==> config.mk <==
export PLATFORM = sky130hd
export DESIGN_NAME = txr_engine
export DESIGN_NICKNAME = d
export VERILOG_FILES = /design/src/rtl/txr_pkg.sv /design/src/rtl/txr_cap.sv /design/src/rtl/txr_holdout.sv /design/src/rtl/txr_walker.sv /design/src/rtl/txr_engine.sv
export SDC_FILE = /design/constraint.sdc
export NUM_CORES = 1
export LEC_CHECK = 0
export BUFFER_PORTS_ARGS = -buffer_cell sky130_fd_sc_hd__clkbuf_2
export CORE_UTILIZATION = 52
export DETAILED_ROUTE_END_ITERATION = 6
export MAX_ROUTING_LAYER = met4
export PLACE_DENSITY_LB_ADDON = 0.08
export REMOVE_ABC_BUFFERS = 1
export SLEW_MARGIN = 0
export SYNTH_ARGS = -nofsm -noshare
export SYNTH_HDL_FRONTEND = slang
export SYNTH_SLANG_ARGS = --single-unit
==> constraint.sdc <==
create_clock -name clk -period 3.25 [get_ports clk]
set_clock_uncertainty 0.2 [all_clocks]
set_input_delay 0.65 -clock clk [delete_from_list [all_inputs] [get_ports clk]]
set_output_delay 0.65 -clock clk [all_outputs]
set_load 0.02 [all_outputs]
==> src/rtl/txr_pkg.sv <==
package txr_pkg;
  localparam int WORD_W     = 32;
  localparam int LEN_W      = 16;
  localparam int DESC_BYTES = 8;
  // flag positions inside the 16-bit control half of word 0
  localparam int FLG_OWN    = 15;
  localparam int FLG_WRAP   = 13;
  localparam int FLG_EOF    = 11;

  typedef enum logic [3:0] {
    W_IDLE,
    W_HDR_REQ,
    W_HDR_WAIT,
    W_PTR_REQ,
    W_PTR_WAIT,
    W_DAT_REQ,
    W_DAT_WAIT,
    W_EMIT,
    W_EOF,
    W_WB_REQ,
    W_WB_WAIT
  } walk_st_t;
endpackage

==> src/rtl/txr_cap.sv <==
module txr_cap #(
  parameter int MAX_FRAME = 2032,
  parameter int LEN_W     = 16,
  localparam int CNT_W    = $clog2(MAX_FRAME + 1)
) (
  input  logic [LEN_W-1:0] len_i,
  input  logic [CNT_W-1:0] cnt_i,
  output logic [LEN_W-1:0] take_o,
  output logic             over_o
);
  logic [LEN_W:0] room;

  always_comb begin
    room   = (LEN_W+1)'(MAX_FRAME) - (LEN_W+1)'(cnt_i);
    over_o = {1'b0, len_i} > room;
    take_o = over_o ? room[LEN_W-1:0] : len_i;
  end
endmodule

==> src/rtl/txr_holdout.sv <==
module txr_holdout #(
  parameter int BYTE_W = 8
) (
  input  logic              clk,
  input  logic              rst_n,
  input  logic              in_valid_i,
  input  logic [BYTE_W-1:0] in_data_i,
  output logic              in_ready_o,
  input  logic              eof_req_i,
  output logic              eof_ack_o,
  output logic              tx_valid_o,
  input  logic              tx_ready_i,
  output logic [BYTE_W-1:0] tx_data_o,
  output logic              tx_last_o
);
  logic              hold_v_q, hold_v_d;
  logic [BYTE_W-1:0] hold_d_q, hold_d_d;
  logic              out_v_q, out_v_d;
  logic [BYTE_W-1:0] out_d_q, out_d_d;
  logic              out_l_q, out_l_d;
  logic              out_free;

  always_comb begin
    out_free   = !out_v_q || tx_ready_i;
    in_ready_o = !hold_v_q || out_free;
    eof_ack_o  = !hold_v_q || out_free;

    hold_v_d = hold_v_q;
    hold_d_d = hold_d_q;
    out_v_d  = out_v_q && !tx_ready_i;
    out_d_d  = out_d_q;
    out_l_d  = out_l_q;

    if (in_valid_i && in_ready_o) begin
      // a newer byte proves the held one is not the frame's final byte
      if (hold_v_q) begin
        out_v_d = 1'b1;
        out_d_d = hold_d_q;
        out_l_d = 1'b0;
      end
      hold_v_d = 1'b1;
      hold_d_d = in_data_i;
    end else if (eof_req_i && hold_v_q && out_free) begin
      out_v_d  = 1'b1;
      out_d_d  = hold_d_q;
      out_l_d  = 1'b1;
      hold_v_d = 1'b0;
    end
  end

  always_ff @(posedge clk or negedge rst_n) begin
    if (!rst_n) begin
      hold_v_q <= 1'b0;
      hold_d_q <= '0;
      out_v_q  <= 1'b0;
      out_d_q  <= '0;
      out_l_q  <= 1'b0;
    end else begin
      hold_v_q <= hold_v_d;
      hold_d_q <= hold_d_d;
      out_v_q  <= out_v_d;
      out_d_q  <= out_d_d;
      out_l_q  <= out_l_d;
    end
  end

  assign tx_valid_o = out_v_q;
  assign tx_data_o  = out_d_q;
  assign tx_last_o  = out_l_q;
endmodule

==> src/rtl/txr_walker.sv <==
module txr_walker
  import txr_pkg::*;
#(
  parameter int AW        = 32,
  parameter int MAX_FRAME = 2032,
  localparam int CNT_W    = $clog2(MAX_FRAME + 1)
) (
  input  logic              clk,
  input  logic              rst_n,
  input  logic              kick_i,
  input  logic              base_load_i,
  input  logic [AW-1:0]     ring_base_i,
  output logic [AW-1:0]     cur_ptr_o,
  output logic              busy_o,
  output logic              mem_req_o,
  output logic              mem_we_o,
  output logic [AW-1:0]     mem_addr_o,
  output logic [WORD_W-1:0] mem_wdata_o,
  input  logic              mem_gnt_i,
  input  logic              mem_rvalid_i,
  input  logic [WORD_W-1:0] mem_rdata_i,
  output logic [LEN_W-1:0]  cap_len_o,
  output logic [CNT_W-1:0]  cap_cnt_o,
  input  logic [LEN_W-1:0]  cap_take_i,
  input  logic              cap_over_i,
  output logic              byte_valid_o,
  output logic [7:0]        byte_data_o,
  input  logic              byte_ready_i,
  output logic              eof_req_o,
  input  logic              eof_ack_i,
  output logic              ev_buf_o,
  output logic              ev_frm_o,
  output logic              ev_bab_o
);
  localparam int LANE_W = $clog2(WORD_W / 8);

  walk_st_t          st_q, st_d;
  logic [AW-1:0]     ptr_q, ptr_d;
  logic              pend_q, pend_d;
  logic [LEN_W-1:0]  dlen_q, dlen_d;
  logic [LEN_W-1:0]  dflg_q, dflg_d;
  logic [AW-1:0]     baddr_q, baddr_d;
  logic [LEN_W-1:0]  rem_q, rem_d;
  logic [WORD_W-1:0] word_q, word_d;
  logic [CNT_W-1:0]  fcnt_q, fcnt_d;
  logic              ev_buf_d, ev_frm_d, ev_bab_d;
  logic              ev_buf_q, ev_frm_q, ev_bab_q;
  logic [LANE_W-1:0] lane;
  logic              emit_hs;

  assign lane      = baddr_q[LANE_W-1:0];
  assign emit_hs   = (st_q == W_EMIT) && byte_ready_i;
  assign cap_len_o = dlen_q;
  assign cap_cnt_o = fcnt_q;

  always_comb begin
    st_d     = st_q;
    ptr_d    = ptr_q;
    pend_d   = pend_q | kick_i;
    dlen_d   = dlen_q;
    dflg_d   = dflg_q;
    baddr_d  = baddr_q;
    rem_d    = rem_q;
    word_d   = word_q;
    fcnt_d   = fcnt_q;
    ev_buf_d = 1'b0;
    ev_frm_d = 1'b0;
    ev_bab_d = 1'b0;

    mem_req_o    = 1'b0;
    mem_we_o     = 1'b0;
    mem_addr_o   = ptr_q;
    mem_wdata_o  = '0;
    byte_valid_o = 1'b0;
    eof_req_o    = 1'b0;

    unique case (st_q)
      W_IDLE: begin
        if (base_load_i) ptr_d = ring_base_i;
        if (pend_q || kick_i) begin
          pend_d = 1'b0;
          st_d   = W_HDR_REQ;
        end
      end
      W_HDR_REQ: begin
        mem_req_o = 1'b1;
        if (mem_gnt_i) st_d = W_HDR_WAIT;
      end
      W_HDR_WAIT: begin
        if (mem_rvalid_i) begin
          dlen_d = mem_rdata_i[LEN_W-1:0];
          dflg_d = mem_rdata_i[WORD_W-1:LEN_W];
          st_d   = mem_rdata_i[LEN_W+FLG_OWN] ? W_PTR_REQ : W_IDLE;
        end
      end
      W_PTR_REQ: begin
        mem_req_o  = 1'b1;
        mem_addr_o = ptr_q + AW'(4);
        if (mem_gnt_i) st_d = W_PTR_WAIT;
      end
      W_PTR_WAIT: begin
        if (mem_rvalid_i) begin
          baddr_d  = mem_rdata_i[AW-1:0];
          rem_d    = cap_take_i;
          ev_bab_d = cap_over_i;
          if (cap_take_i != '0)   st_d = W_DAT_REQ;
          else if (dflg_q[FLG_EOF]) st_d = W_EOF;
          else                      st_d = W_WB_REQ;
        end
      end
      W_DAT_REQ: begin
        mem_req_o  = 1'b1;
        mem_addr_o = {baddr_q[AW-1:LANE_W], {LANE_W{1'b0}}};
        if (mem_gnt_i) st_d = W_DAT_WAIT;
      end
      W_DAT_WAIT: begin
        if (mem_rvalid_i) begin
          word_d = mem_rdata_i;
          st_d   = W_EMIT;
        end
      end
      W_EMIT: begin
        byte_valid_o = 1'b1;
        if (emit_hs) begin
          baddr_d = baddr_q + AW'(1);
          rem_d   = rem_q - LEN_W'(1);
          fcnt_d  = fcnt_q + CNT_W'(1);
          if (rem_q == LEN_W'(1))       st_d = dflg_q[FLG_EOF] ? W_EOF : W_WB_REQ;
          else if (lane == '1)          st_d = W_DAT_REQ;
        end
      end
      W_EOF: begin
        eof_req_o = 1'b1;
        if (eof_ack_i) begin
          fcnt_d = '0;
          st_d   = W_WB_REQ;
        end
      end
      W_WB_REQ: begin
        mem_req_o   = 1'b1;
        mem_we_o    = 1'b1;
        mem_wdata_o = {dflg_q & ~(LEN_W'(1) << FLG_OWN), dlen_q};
        if (mem_gnt_i) st_d = W_WB_WAIT;
      end
      W_WB_WAIT: begin
        if (mem_rvalid_i) begin
          ev_buf_d = 1'b1;
          ev_frm_d = dflg_q[FLG_EOF];
          ptr_d    = dflg_q[FLG_WRAP] ? ring_base_i : ptr_q + AW'(DESC_BYTES);
          st_d     = W_HDR_REQ;
        end
      end
      default: st_d = W_IDLE;
    endcase
  end

  always_ff @(posedge clk or negedge rst_n) begin
    if (!rst_n) begin
      st_q     <= W_IDLE;
      ptr_q    <= '0;
      pend_q   <= 1'b0;
      dlen_q   <= '0;
      dflg_q   <= '0;
      baddr_q  <= '0;
      rem_q    <= '0;
      word_q   <= '0;
      fcnt_q   <= '0;
      ev_buf_q <= 1'b0;
      ev_frm_q <= 1'b0;
      ev_bab_q <= 1'b0;
    end else begin
      st_q     <= st_d;
      ptr_q    <= ptr_d;
      pend_q   <= pend_d;
      dlen_q   <= dlen_d;
      dflg_q   <= dflg_d;
      baddr_q  <= baddr_d;
      rem_q    <= rem_d;
      word_q   <= word_d;
      fcnt_q   <= fcnt_d;
      ev_buf_q <= ev_buf_d;
      ev_frm_q <= ev_frm_d;
      ev_bab_q <= ev_bab_d;
    end
  end

  assign byte_data_o = word_q[8*lane +: 8];
  assign cur_ptr_o   = ptr_q;
  assign busy_o      = (st_q != W_IDLE) || pend_q;
  assign ev_buf_o    = ev_buf_q;
  assign ev_frm_o    = ev_frm_q;
  assign ev_bab_o    = ev_bab_q;
endmodule

==> src/rtl/txr_engine.sv <==
module txr_engine #(
  parameter int AW        = 32,
  parameter int MAX_FRAME = 2032
) (
  input  logic          clk,
  input  logic          rst_n,
  input  logic          kick_i,
  input  logic          base_load_i,
  input  logic [AW-1:0] ring_base_i,
  output logic [AW-1:0] cur_ptr_o,
  output logic          busy_o,
  output logic          mem_req_o,
  output logic          mem_we_o,
  output logic [AW-1:0] mem_addr_o,
  output logic [31:0]   mem_wdata_o,
  input  logic          mem_gnt_i,
  input  logic          mem_rvalid_i,
  input  logic [31:0]   mem_rdata_i,
  output logic          tx_valid_o,
  input  logic          tx_ready_i,
  output logic [7:0]    tx_data_o,
  output logic          tx_last_o,
  output logic          ev_buf_done_o,
  output logic          ev_frame_done_o,
  output logic          ev_babble_o
);
  localparam int CNT_W = $clog2(MAX_FRAME + 1);
  localparam int LEN_W = txr_pkg::LEN_W;

  logic [LEN_W-1:0] cap_len, cap_take;
  logic [CNT_W-1:0] cap_cnt;
  logic             cap_over;
  logic             byte_valid, byte_ready, eof_req, eof_ack;
  logic [7:0]       byte_data;

  txr_walker #(.AW(AW), .MAX_FRAME(MAX_FRAME)) u_walk (
    .clk, .rst_n, .kick_i, .base_load_i, .ring_base_i, .cur_ptr_o, .busy_o,
    .mem_req_o, .mem_we_o, .mem_addr_o, .mem_wdata_o,
    .mem_gnt_i, .mem_rvalid_i, .mem_rdata_i,
    .cap_len_o(cap_len), .cap_cnt_o(cap_cnt),
    .cap_take_i(cap_take), .cap_over_i(cap_over),
    .byte_valid_o(byte_valid), .byte_data_o(byte_data), .byte_ready_i(byte_ready),
    .eof_req_o(eof_req), .eof_ack_i(eof_ack),
    .ev_buf_o(ev_buf_done_o), .ev_frm_o(ev_frame_done_o), .ev_bab_o(ev_babble_o)
  );

  txr_cap #(.MAX_FRAME(MAX_FRAME), .LEN_W(LEN_W)) u_cap (
    .len_i(cap_len), .cnt_i(cap_cnt), .take_o(cap_take), .over_o(cap_over)
  );

  txr_holdout #(.BYTE_W(8)) u_hold (
    .clk, .rst_n,
    .in_valid_i(byte_valid), .in_data_i(byte_data), .in_ready_o(byte_ready),
    .eof_req_i(eof_req), .eof_ack_o(eof_ack),
    .tx_valid_o, .tx_ready_i, .tx_data_o, .tx_last_o
  );
endmodule

Yosys cells after proc, flatten, opt, wreduce, memory -nomap -nowiden

Cells that the tools add are included.

Register bits after elaboration: 181
Latch bits: 0
Memory bits (writable): 0
Bits in read-only memories: 0
Input bits: 71
Output and inout bits: 112
Logic and storage cells: 135
Memories: 0

Add/sub/neg operators: 6
Multipliers: 0
Div/mod/pow operators: 0
Order comparisons: 1
Equality and inequality tests: 26
Shift operators: 1
Mux-type cells: 56
Bitwise gates (word level): 1
Reduce and logical (&&, ||, !) cells: 27

Operators by type and width:

| operator                 | number |
|---|---|
| $pmux W32 S2             | 3 |
| $mux W32                 | 5 |
| $mux W4                  | 14 |
| $mux W16                 | 3 |
| $pmux W4 S11             | 1 |
| $add A32 B1 Y32 const B  | 1 |
| $add A32 B3 Y32 const B  | 1 |
| $add A32 B4 Y32 const B  | 1 |
| $pmux W16 S2             | 1 |
| $shiftx A32 B6 Y8        | 1 |
| $mux W31                 | 1 |
| $mux W8                  | 3 |
| $mux W11                 | 2 |
| $pmux W11 S2             | 1 |
| $mux W1                  | 21 |
| $ne A2 B2 Y1 const B     | 9 |
| $gt A16 B17 Y1           | 1 |
| $eq A16 B1 Y1 const B    | 1 |
| $eq A4 B3 Y1 const B     | 4 |
| $reduce_bool A16 Y1      | 1 |
| $sub A16 B1 Y16 const B  | 1 |
| $eq A4 B4 Y1 const B     | 3 |
| $reduce_and A12 Y1       | 1 |
| $sub A11 B11 Y12 const A | 1 |
| 17 further kinds         | 37 |

Depth between registers and ports, before layout

Gate-level depths: netlist of run 1.

Word-level depth: 7
Gate-level depth with buffers: 13
Mapped depth without buffers: 12

Modules after synthesis

From an unflattened synthesis of run 1, not the netlist that was laid out.

Cell total of the unflattened synthesis: 1251
Area total of the unflattened synthesis: 11688.7 sq um

Modules (own cells, without submodules):

| module      | times used | cells an instance | area an instance (sq um) | sequential area each (sq um) |
|---|---|---|---|---|
| txr_walker  | 1          | 1096              | 10104.7                  | 4053.9 |
| txr_cap     | 1          | 108               | 814.5                    | 0.0 |
| txr_holdout | 1          | 47                | 769.5                    | 475.5 |

Least setup slack after synthesis of run 1

No wires, ideal clock.

Kind: register -> output
Start: register u_walk.ptr_q[4] (netlist: u_walk.cur_ptr_o[4])
End: output mem_addr_o[29]
Arrival time: 2787 ps
Required time: 2400 ps
Setup slack: -387 ps
Cell stages (with the launch flop): 8
Path buffers: 1
Cell sequence: dfrtp_1 ha_1 and4_1 buf_2 nand3_2 or3_4 or2_2 o311ai_0

Word-level cells in the longest chain between the ends: 2

RTL lines:

| element                | line              | RTL |
|---|---|---|
| start, declared        | txr_walker.sv:38  | `logic [AW-1:0] ptr_q, ptr_d;` |
| start signal, assigned | txr_walker.sv:173 | `ptr_q <= ptr_d;` |
| $add A32 B3 Y32        | txr_walker.sv:98  | `mem_addr_o = ptr_q + AW'(4);` |
| $pmux W32 S2           | txr_walker.sv:77  | `unique case (st_q)` |
| end, declared          | txr_engine.sv:14  | `output logic [AW-1:0] mem_addr_o,` |

Every way passes these cells.

Worst setup path after layout of run 1

Start: register u_walk.fcnt_q[1] (netlist: u_walk.cap_cnt_o[1])
End: register u_walk.rem_q[1]

Word-level cells in the longest chain between the ends: 5

RTL lines:

| element                | line              | RTL |
|---|---|---|
| start, declared        | txr_walker.sv:45  | `logic [CNT_W-1:0] fcnt_q, fcnt_d;` |
| start signal, assigned | txr_walker.sv:180 | `fcnt_q <= fcnt_d;` |
| $sub A11 B11 Y12 (*)   | txr_cap.sv:14     | `room = (LEN_W+1)'(MAX_FRAME) - (LEN_W+1)'(cnt_i);` |
| $gt A16 B17 Y1         | txr_cap.sv:15     | `over_o = {1'b0, len_i} > room;` |
| $mux W16 (*)           | txr_cap.sv:16     | `take_o = over_o ? room[LEN_W-1:0] : len_i;` |
| $mux W16 (*)           | txr_walker.sv:102 | `if (mem_rvalid_i) begin` |
| $pmux W16 S2 (*)       | txr_walker.sv:77  |  |
| end signal, assigned   | txr_walker.sv:178 | `rem_q <= rem_d;` |
| end, declared          | txr_walker.sv:43  | `logic [LEN_W-1:0] rem_q, rem_d;` |

Mark *: on every way between the ends. The rest lies on a longest branch, timed or not. The select of a mux whose other input is x is not followed.
A chain may end at the register's enable or synchronous reset.

==> results of run 1 <==
kinds of logic (layout without fill, tap and decap cells):
family                   count (synthesis)  in the layout  synth area share
AND/OR/NAND/NOR                        479            479             0.215
AO/OA/AOI/OAI                          349            350             0.198
flip-flops                             181            181             0.405
buffers and inverters                  113            395            0.0416
multiplexers                            93             93             0.100
adder cells (fa/ha/maj)                 24             24            0.0268
XOR/XNOR                                16             16            0.0125
other                                    1              1          0.000335
through the flow:
| step | setup TNS, ns | util | area (µm²) |
|---|---|---|---|
| 2_1_floorplan | -46.87 | - | 10800 |
| 3_3_place_gp | -1.53 | 0.618 | 13000 |
| 3_5_place_dp | -2.65 | 0.618 | 13000 |
| 4_1_cts | -0.580 | 0.666 | 14000 |
| 5_1_grt | -5.77 | 0.689 | 14500 |
| 6_report | -3.22 | 0.689 | 14500 |
layout by cell type (no fill, tap or decap), drive strengths merged, types with 4 or more instances in the layout:
cell	count
and3	11
a31oi	16
o31ai	5
xnor2	8
or3	8
nor2	92
clkbuf	188
a221o	10
or2	7
nor2b	6
nand2	163
o2bb2a	9
nand4	24
and4	9
mux2i	11
nand3	40
or4	6
nor3	31
nor4	25
a2bb2oi	9
o22ai	26
mux2	74
o311ai	13
mux4	8
xor2	8
o21ai	89
o2bb2ai	4
and2	36
nand2b	11
o211ai	6
ha	24
buf	161
dfrtp	181
inv	43
o22a	7
a21oi	115
a22oi	11
registers in the layout, indices dropped and copies added (netlist names):
| signal | cells |
|---|---|
| u_hold.hold_d_q | 8 |
| u_hold.hold_v_q | 1 |
| u_hold.tx_data_o | 8 |
| u_hold.tx_last_o | 1 |
| u_hold.tx_valid_o | 1 |
| u_walk.baddr_q | 32 |
| u_walk.cap_cnt_o | 11 |
| u_walk.cap_len_o | 16 |
| u_walk.cur_ptr_o | 32 |
| u_walk.dflg_q | 15 |
| u_walk.ev_bab_o | 1 |
| u_walk.ev_buf_o | 1 |
| u_walk.ev_frm_o | 1 |
| u_walk.pend_q | 1 |
| u_walk.rem_q | 16 |
| u_walk.st_q | 4 |
| u_walk.word_q | 32 |
routing by layer:
metal	wire, µm	vias up	GRT usage
met1	16000	5494	0.465
met3	2840	97	0.0593
met2	17500	566	0.529
met5	0	-	-
met4	1330	0	0.157
li1	-	5175	-
worst max-delay path, stage by stage, from the launching register on:
cell	delay, ns
dfrtp_1	0.43
inv_2	0.09
ha_4	0.13
nor3b_4	0.30
nor3_2	0.10
xor2_1	0.20
ha_1	0.32
nand4_1	0.18
or4_4	0.57
nor2_4	0.15
buf_6	0.13
a31oi_4	0.04
buf_6	0.15
buf_6	0.12
mux2i_1	0.18
a21oi_1	0.09
worst max-delay path by stage:
stage                                                from                     endpoint  slack [ns]  cells past startpoint
after CTS                 u_walk.cap_cnt_o[0]$_DFFE_PN0P_  u_walk.rem_q[1]$_DFFE_PN0P_       -0.06                     14
after floorplan                u_walk.st_q[0]$_DFFE_PN0P_               mem_addr_o[10]       -1.05                      5
after detailed placement  u_walk.cap_cnt_o[1]$_DFFE_PN0P_   u_walk.st_q[2]$_DFFE_PN0P_       -0.27                     14
final                     u_walk.cap_cnt_o[1]$_DFFE_PN0P_  u_walk.rem_q[1]$_DFFE_PN0P_       -0.26                     15
after global placement    u_walk.cap_cnt_o[1]$_DFFE_PN0P_   u_walk.st_q[2]$_DFFE_PN0P_       -0.18                     14
after global routing      u_walk.cap_cnt_o[1]$_DFFE_PN0P_  u_walk.rem_q[1]$_DFFE_PN0P_       -0.38                     15
timing repair:
action                                  in CTS  in global routing
setup buffers                               14                 24
hold buffers                                 1                  0
gates resized for setup                     67                 73
pin swaps                                   22                 30
endpoints found under the setup margin      36                 66
endpoints found under the hold margin       37                  0
gates cloned                                 1                  0
final cells by class:
class	instances	area share
clock buffers	17	0.0293
clock inverters	15	0.0156
well taps	275	0.0237
flip-flops and latches	181	0.312
repair buffers	333	0.156
multi-input cells	963	0.455
inverters	30	0.00793
power groups by stage:
stage	clock network [mW]	logic [mW]	registers (mW)
after floorplan	0	3.77	4.49
after global placement	0	6.75	4.27
after detailed placement	0	6.86	4.31
after CTS	2.31	7.25	4.28
after global routing	2.40	8.41	4.46
final	2.30	7.82	4.34
==> run_results.csv, run 1 <==
group,metric,value,unit
grt,grt_pass1_wl,57.4,mm
layout,instances_no_fill,1814,
cts,clk_path_buf_depth,2,
sta,min_period,3.51,ns
pwr,p_leak,6.44,nW
logic_synthesis,synth_edf_count,0,
floorplan,die-area,22100,µm²
sta,rsz0062_at_grt,"yes",
routing,routed_wirelength,37.8,mm
setup_path,crit_fanout,5,
pwr,cell_internal_pwr,7.80,mW
grt,grt_antenna_before_repair,0,
floorplan,num_rows,53,
min_path,holdPathStages,3,
place,dp_hpwl,26.9,mm
grt,globalRouteTotalUtil,0.351,
min_path,hp-class,"input pin to register",
cts,clkTransAtPathRegs,0.08,ns
run,cap_violations,0,
sta,whs,0.223,ns
logic_synthesis,syn-cell-area,11200,µm²
setup_path,reg2reg_to,"u_walk.rem_q[1]$_DFFE_PN0P_",
logic_synthesis,synthFlopType,"dfrtp_1",
floorplan,core_area,21100,µm²
logic_synthesis,yosysMostFrequentCell,"dfrtp_1",
grt,grt_start_max_net_pins,74,
setup_path,critPathKind,"register to register",
logic_synthesis,syn_inst,1256,
layout,diodes,0,
setup_path,crit_required,3.36,ns
setup_path,cp-end-kind,"register",
pwr,total_power,14.5,mW
logic_synthesis,yosys-top-cells-count,"dfrtp_1, nand2_1, a21oi_1, nor2_1, o21ai_0",
sta,hold_violations,0,
routing,vias,11332,
min_path,worstHoldStart,"ring_base_i[3]",
logic_synthesis,synth.ff_latch_count,181,
cts,cts_sinks,181,
grt,grt_overflow_total,0,
sta,slew_viol_final,0,
cts,insertion_delay,0.45,ns
routing,drc_errors,2,
logic_synthesis,synth-async-reset-ratio,1.00,
pwr,pwr-share-seq,0.300,
layout,layout-drive-gt1-share,0.344,
setup_path,r2r-start,"u_walk.cap_cnt_o[1]$_DFFE_PN0P_",
routing,drt_iter0_markers,905,
pwr,netSwitchingPower,6.66,mW
layout,fin_nets,1621,
routing,drtPass1Iterations,7,
sta,fin_crit_sh,1.08,
layout,area_growth,29.7,%
run_status,status,"finished with violations",
layout,fillerInstances,1738,
logic_synthesis,yosys.area.top_type,"dfrtp_1",
floorplan,start_util,0.531,
pwr,power_density,996,nW/µm²
routing,via_per_inst,6.25,
grt,grt_pass1_vias,10368,
pwr,p_clk_frac,0.159,
floorplan,fp.dieH,149,µm
cts,root_buffer,"clkbuf_16",
layout,seq_area,4530,µm²
cts,cts_inserted_buffers,17,
cts,h-tree-depth,4,
setup_path,startpoint_type,"register",
routing,ant_nets,0,
sta,worstMarginPinSlew,0.807,ns
logic_synthesis,yosys_warnings,0,
pwr,switching_share,0.461,
floorplan,die_w,149,µm
pwr,ir_drop,573,µV
logic_synthesis,yosysSeqAreaShare,0.405,
run_status,violations,"DRC, setup timing",
place,dp.cells,1742,
setup_path,r2r_slack,-0.26,ns
min_path,hold_end,"u_walk.cur_ptr_o[3]$_DFFE_PN0P_",
sta,relSlewSlack,0.462,
pwr,pwr-share-comb,0.541,
setup_path,worstPathArrival,3.62,ns
sta,max_clock_freq,0.285,GHz
sta,setup_viol,22,
logic_synthesis,synth.area.top_cells,"dfrtp_1, mux2_2, nand2_1",
place,place_congestion,0.899,
setup_path,r2r_cells,15,
place,dp_slack,-0.272,ns
logic_synthesis,synth_cell_types,79,
sta,setup_ws,-0.258,ns
cts,cts_tree,"built",
floorplan,io_pins,183,
layout,multi_input_area,6610,µm²
logic_synthesis,yosys.area.top_type_share,0.405,
logic_synthesis,avgSynthCellArea,8.91,µm²
place,io_buffer_count,181,
routing,wl_per_cell,20.8,µm
Power figures use the tool's default switching activity.
==> run 2, diff against run 1 <==
- CELL_PAD_IN_SITES_DETAIL_PLACEMENT: not set -> 1
- CELL_PAD_IN_SITES_GLOBAL_PLACEMENT: not set -> 1
- CORE_UTILIZATION: 52 -> 39
==> run 2 against run 1 <==
Compared with the run above: the flow finishes with violations (hold timing, setup timing); first-iteration DRC count fell by 20%; total power rose by 0.84%; combinational power grew 2.9%; worst hold slack got worse by 0.24 ns; cell count rose by 6.2%; flip-flop and latch count did not move; clock-buffer cell count stayed put; non-clock buffer count is 9 higher; fmax up 2.2%; worst setup slack improved by 0.076 ns; critical path type unchanged.
==> run_results.csv, run 2 (synthesized netlist as in run 1, its figures left out) <==
group,metric,value,unit
sta,hold_violations,8,
routing,drtPass1Iterations,5,
pwr,pwr-share-seq,0.295,
cts,clkTransAtPathRegs,0.08,ns
routing,routed_wirelength,43.7,mm
sta,fin_crit_sh,1.06,
grt,grt_pass1_vias,11406,
setup_path,worst-path-buf-inv,3,
layout,fin_nets,1630,
sta,slew_viol_final,0,
place,io_buffer_count,181,
setup_path,path_cells,"inv_2, ha_4, nor3b_4, buf_4, nor3_2, xor2_1, ha_1, nand4_1, buf_4, nor3_4, a211oi_4, a31oi_4, a2bb2oi_4, a221o_1",
sta,relSlewSlack,0.436,
place,dp_slack,-0.292,ns
floorplan,core_area,28000,µm²
setup_path,crit_path_frequent_cell,"buf_4",
floorplan,io_pins,183,
pwr,p_leak,6.55,nW
routing,drc_errors,0,
sta,setup_tns,-2.17,ns
cts,clk_path_buf_depth,2,
setup_path,slowest_delay,0.42,ns
place,dp.cells,1855,
sta,setup_viol,24,
pwr,ir_drop,513,µV
setup_path,startpoint_type,"register",
pwr,p_clk_frac,0.152,
setup_path,worstPathArrival,3.56,ns
setup_path,slowest_stage,"dfrtp_1",
place,place_congestion,0.952,
run,cap_violations,0,
grt,grt_pass1_wl,66.4,mm
grt,grt_start_max_net_pins,65,
run_status,violations,"hold timing, setup timing",
cts,cts_sinks,181,
layout,final_cell_mix,"dfrtp_1, clkbuf_2, nand2_1",
floorplan,num_rows,61,
cts,cts_tree,"built",
floorplan,die-area,29400,µm²
sta,min_period,3.43,ns
routing,drt_iter0_markers,722,
floorplan,fp.dieH,171,µm
setup_path,crit_fanout,6,
floorplan,start_util,0.400,
run_status,status,"finished with violations",
routing,via_per_inst,5.90,
cts,root_buffer,"clkbuf_16",
setup_path,crit_family,"compound AO/OA/AOI/OAI gates",
cts,insertion_delay,0.45,ns
sta,max_clock_freq,0.291,GHz
setup_path,cp-end-kind,"register",
layout,area_growth,32.2,%
sta,setup_ws,-0.182,ns
routing,wl_per_cell,22.7,µm
cts,h-tree-depth,4,
sta,whs,-0.0169,ns
routing,vias,11366,
floorplan,die_w,171,µm
grt,globalRouteTotalUtil,0.307,
layout,layout-drive-gt1-share,0.353,
grt,grt_antenna_before_repair,2,
routing,ant_nets,0,
sta,worstMarginPinSlew,0.846,ns
pwr,switching_share,0.467,
layout,final_common_cell,"dfrtp_1",
min_path,hp-class,"input pin to asynchronous set/reset pin",
setup_path,crit_required,3.38,ns
setup_path,critPathKind,"register to register",
cts,cts_inserted_buffers,17,
grt,grt_overflow_total,0,
sta,rsz0062_at_grt,"yes",
pwr,cell_internal_pwr,7.76,mW
pwr,power_density,985,nW/µm²
pwr,pwr-share-comb,0.552,
pwr,netSwitchingPower,6.81,mW
layout,instances_no_fill,1927,
place,dp_hpwl,30.5,mm
[run 2: cell count changes in the layout (fill, tap and decap cells not counted), sizes merged]
cell,delta
clkinv,+5
inv,-5
buf,+12
clkbuf,-2
dlygate4sd3,-1
diode,+1
[run 2: power groups by stage]
stage                     Combinational (mW)  Clock [mW]  Sequential, mW
after floorplan                         3.77           0            4.49
after global placement                  6.93           0            4.20
after detailed placement                7.10           0            4.25
after CTS                               7.56        2.25            4.25
after global routing                    8.69        2.32            4.44
final                                   8.05        2.22            4.31
[run 2: layout make-up]
| type | count | area, µm² |
|---|---|---|
| fill | 3289 | 13200 |
| multi-input combinational | 963 | 6750 |
| sequential | 181 | 4530 |
| timing repair buffer | 342 | 2320 |
| tap | 378 | 473 |
| clock buffer | 17 | 425 |
| clock inverter | 15 | 195 |
| inverter | 30 | 113 |
| antenna | 1 | 2.50 |
[run 2: through the flow]
| step | hold slack, ns | utilization | power [mW] | area, µm² |
|---|---|---|---|---|
| finish | -0.0169 | 0.528 | 14.6 | 14800 |
| floorplan | 0.154 | - | 8.26 | 10800 |
| global placement | 0.261 | 0.473 | 11.1 | 13200 |
| detailed placement | 0.263 | 0.473 | 11.4 | 13200 |
| global route | 0.0213 | 0.528 | 15.4 | 14800 |
| CTS | 0.00988 | 0.512 | 14.1 | 14300 |
[run 2: metal layers]
| metal | up-vias | GRT usage | wire length (µm) |
|---|---|---|---|
| li1 | 5178 | - | - |
| met1 | 5823 | 0.399 | 19200 |
| met2 | 320 | 0.507 | 21900 |
| met3 | 45 | 0.0398 | 1900 |
| met4 | 0 | 0.0749 | 694 |
| met5 | - | - | 0 |
[run 2: timing repair]
action | in CTS | in global routing
gates cloned | 1 | 0
hold buffers | 0 | 0
endpoints found under the setup margin | 46 | 44
resized for setup | 84 | 88
setup buffers | 21 | 19
pin swaps | 29 | 38
[run 2: final timing paths]
path | from | to | slack (ns) | cells after the start
min reg2reg | u_hold.hold_d_q[4]$_DFFE_PN0P_ | u_hold.hold_d_q[4]$_DFFE_PN0P_ | 0.29 | 2
max reg2reg | u_walk.cap_cnt_o[1]$_DFFE_PN0P_ | u_walk.st_q[0]$_DFFE_PN0P_ | -0.18 | 14
min in group clk | ring_base_i[1] | u_walk.cur_ptr_o[1]$_DFFE_PN0P_ | 0.22 | 3
min | rst_n | u_walk.cap_cnt_o[9]$_DFFE_PN0P_ | -0.02 | 1
max | u_walk.cap_cnt_o[1]$_DFFE_PN0P_ | u_walk.st_q[0]$_DFFE_PN0P_ | -0.18 | 14
max in group asynchronous | rst_n | u_walk.cap_len_o[11]$_DFFE_PN0P_ | 2.10 | 2
[run 2: worst register-to-register path, stage by stage, from the launching register on]
cell and delay, ns:
dfrtp_1 0.42, inv_2 0.08, ha_4 0.16, nor3b_4 0.14, buf_4 0.16, nor3_2 0.14
xor2_1 0.24, ha_1 0.29, nand4_1 0.16, buf_4 0.16, nor3_4 0.05, a211oi_4 0.34
a31oi_4 0.23, a2bb2oi_4 0.23, a221o_1 0.33
==> run 3, diff against run 2 <==
- CAP_MARGIN: not set -> 20
- CORE_UTILIZATION: 39 -> 40
- SYNTH_HIERARCHICAL: not set -> 1
==> run 3 against run 2 <==
Compared with the run above: sequential share of layout area down 1.4 points; core utilization grew 1.5 points; the flow finishes with violations (setup timing); critical path depth up 4; total power fell by 19%.
==> run_results.csv, run 3 <==
group,metric,value,unit
run_status,status,"finished with violations",
run_status,violations,"setup timing",
layout,final_util,0.543,
sta,min_period,4.30,ns
cts,cts_sinks,181,
routing,via_per_inst,5.93,
cts,clkTransAtPathRegs,0.08,ns
pwr,switching_share,0.431,
setup_path,crit_fanout,7,
cts,cts_hold_buf,0,
layout,fillerInstances,3293,
floorplan,start_util,0.407,
routing,routed_wirelength,44.6,mm
cts,h-tree-depth,4,
layout,instances_no_fill,1940,
sta,relSlewSlack,0.514,
logic_synthesis,yosys_warnings,6,
sta,hold_violations,0,
logic_synthesis,synthFlopType,"dfrtp_1",
grt,grt_pass1_wl,67.9,mm
logic_synthesis,yosys.area.top_type_share,0.387,
setup_path,worstPathArrival,4.41,ns
pwr,power_density,757,nW/µm²
cts,cts_tree,"built",
place,dp.cells,1854,
cts,insertion_delay,0.45,ns
sta,rsz0062_at_grt,"yes",
floorplan,fp.dieH,173,µm
pwr,ir_drop,377,µV
setup_path,slowest_delay,0.43,ns
logic_synthesis,yosys-top-cells-count,"dfrtp_1, nand2_1, nor2_1, a21oi_1, nand3_1",
place,dp_hpwl,31.1,mm
setup_path,worst-path-buf-inv,4,
logic_synthesis,yosysSeqAreaShare,0.387,
logic_synthesis,synth.ff_latch_count,181,
logic_synthesis,avgSynthCellArea,9.34,µm²
grt,grt_antenna_before_repair,1,
min_path,hp-class,"input pin to asynchronous set/reset pin",
logic_synthesis,synth.area.top_cells,"dfrtp_1, mux2_2, mux2_4",
cts,root_buffer,"clkbuf_16",
layout,final_common_cell,"clkbuf_2",
layout,area_growth,33.4,%
logic_synthesis,syn_inst,1251,
setup_path,cp-end-kind,"register",
pwr,total_power,11.8,mW
pwr,cell_internal_pwr,6.71,mW
sta,slew_viol_final,0,
floorplan,die-area,29900,µm²
grt,globalRouteTotalUtil,0.300,
logic_synthesis,synth_edf_count,0,
setup_path,startpoint_type,"register",
logic_synthesis,syn-cell-area,11700,µm²
cts,cts_inserted_buffers,17,
setup_path,path_cells,"buf_6, o41ai_4, nor2_2, buf_4, xor2_2, ha_1, nand4_1, buf_4, nor4_4, a211oi_2, a22oi_4, buf_8, o21bai_4, nor4_4, and4_4, nor2b_1, a31oi_1, a31oi_1",
pwr,p_leak,6.93,nW
setup_path,critPathKind,"register to register",
sta,setup_viol,27,
place,dp_slack,-0.888,ns
routing,vias,11507,
floorplan,die_w,173,µm
layout,layout-drive-gt1-share,0.399,
routing,ant_nets,0,
setup_path,crit_family,"compound AO/OA/AOI/OAI gates",
logic_synthesis,yosys.area.top_type,"dfrtp_1",
cts,clk_path_buf_depth,2,
pwr,pwr-share-comb,0.495,
pwr,netSwitchingPower,5.08,mW
sta,fin_crit_sh,1.32,
sta,worstMarginPinSlew,0.723,ns
sta,max_clock_freq,0.233,GHz
setup_path,crit_required,3.36,ns
layout,final_cell_mix,"clkbuf_2, dfrtp_1, buf_4",
routing,drc_errors,0,
grt,grt_pass1_vias,11829,
run,cap_violations,0,
grt,grt_overflow_total,0,
pwr,p_clk_frac,0.190,
floorplan,core_area,28700,µm²
logic_synthesis,synth_cell_types,95,
logic_synthesis,synth-async-reset-ratio,1.00,
setup_path,slowest_stage,"o41ai_4",
routing,drtPass1Iterations,5,
place,place_congestion,0.873,
floorplan,num_rows,62,
logic_synthesis,yosysMostFrequentCell,"dfrtp_1",
routing,drt_iter0_markers,658,
routing,wl_per_cell,23.0,µm
pwr,pwr-share-seq,0.315,
sta,setup_ws,-1.05,ns
floorplan,io_pins,183,
grt,grt_start_max_net_pins,73,
layout,fin_nets,1637,
place,io_buffer_count,181,
==> run 3: final timing paths <==
| check | cells past startpoint | endpoint | slack, ns | start |
|---|---|---|---|---|
| worst max-delay path | 18 | u_walk/st_q[0]$_DFFE_PN0P_ | -1.05 | u_walk/cap_cnt_o[0]$_DFFE_PN0P_ |
| worst min-delay path | 1 | u_walk/rem_q[7]$_DFFE_PN0P_ | 0.006 | rst_n |
| worst max register to register | 18 | u_walk/st_q[0]$_DFFE_PN0P_ | -1.05 | u_walk/cap_cnt_o[0]$_DFFE_PN0P_ |
| worst min register to register | 1 | u_hold/tx_last_o$_DFFE_PN0P_ | 0.30 | u_hold/tx_last_o$_DFFE_PN0P_ |
| max in group asynchronous | 2 | u_walk/word_q[1]$_DFFE_PN0P_ | 2.03 | rst_n |
| min in group clk | 3 | u_walk/cur_ptr_o[1]$_DFFE_PN0P_ | 0.22 | ring_base_i[1] |
==> run 3: through the flow <==
| stage | TNS, ns | area (µm²) | hold WS, ns |
|---|---|---|---|
| 6_report | -12.78 | 15600 | 0.00641 |
| 5_1_grt | -16.04 | 15600 | 0.0422 |
| 4_1_cts | -6.18 | 15000 | 0.0409 |
| 3_5_place_dp | -7.86 | 13700 | 0.284 |
| 3_3_place_gp | -4.26 | 13700 | 0.275 |
| 2_1_floorplan | -45.50 | 11300 | 0.154 |
==> run 3: cell families (layout without fill, tap and decap cells) <==
group / count (synthesis) / after routing / share of synthesized area
and+or+nand+nor: 484 / 484 / 0.226
AOI/OAI and AO/OA: 324 / 324 / 0.186
DFF: 181 / 181 / 0.387
buffers and inverters: 117 / 421 / 0.0462
muxes: 104 / 104 / 0.117
adders and majority gates: 25 / 25 / 0.0265
xor gates and xnor gates: 15 / 15 / 0.0112
other: 1 / 2 / 0.000321
==> run 3: final cells by class <==
type                       count  area (µm²)  area share
multi-input combinational    953        7310       0.469
sequential                   181        4550       0.292
timing repair buffer         358        2510       0.161
tap                          384         480      0.0308
clock buffer                  18         439      0.0282
clock inverter                14         184      0.0118
inverter                      31         118     0.00754
antenna                        1        2.50    0.000161
==> run 3: timing repair <==
| item | 4_1_cts | 5_1_grt |
|---|---|---|
| pin swaps | 40 | 33 |
| gates resized for setup | 127 | 78 |
| setup endpoints to repair | 44 | 69 |
| buffers inserted | 26 | 34 |
| cloned | 3 | 0 |
==> run 3: per-layer routing <==
layer	track usage	share of wire	routed length, µm	vias up
li1	-	-	-	5234
met1	0.375	0.43	19200	5797
met2	0.486	0.48	21600	366
met3	0.0433	0.042	1890	110
met4	0.129	0.042	1870	0
met5	-	0	0	-
==> run 3: power groups by stage <==
stage	sequential (mW)	clock [mW]	combinational, mW
floorplan	3.66	0	3.18
global placement	3.68	0	5.09
detailed placement	3.72	0	5.20
CTS	3.69	2.28	5.53
global route	3.81	2.37	6.29
finish	3.71	2.24	5.84
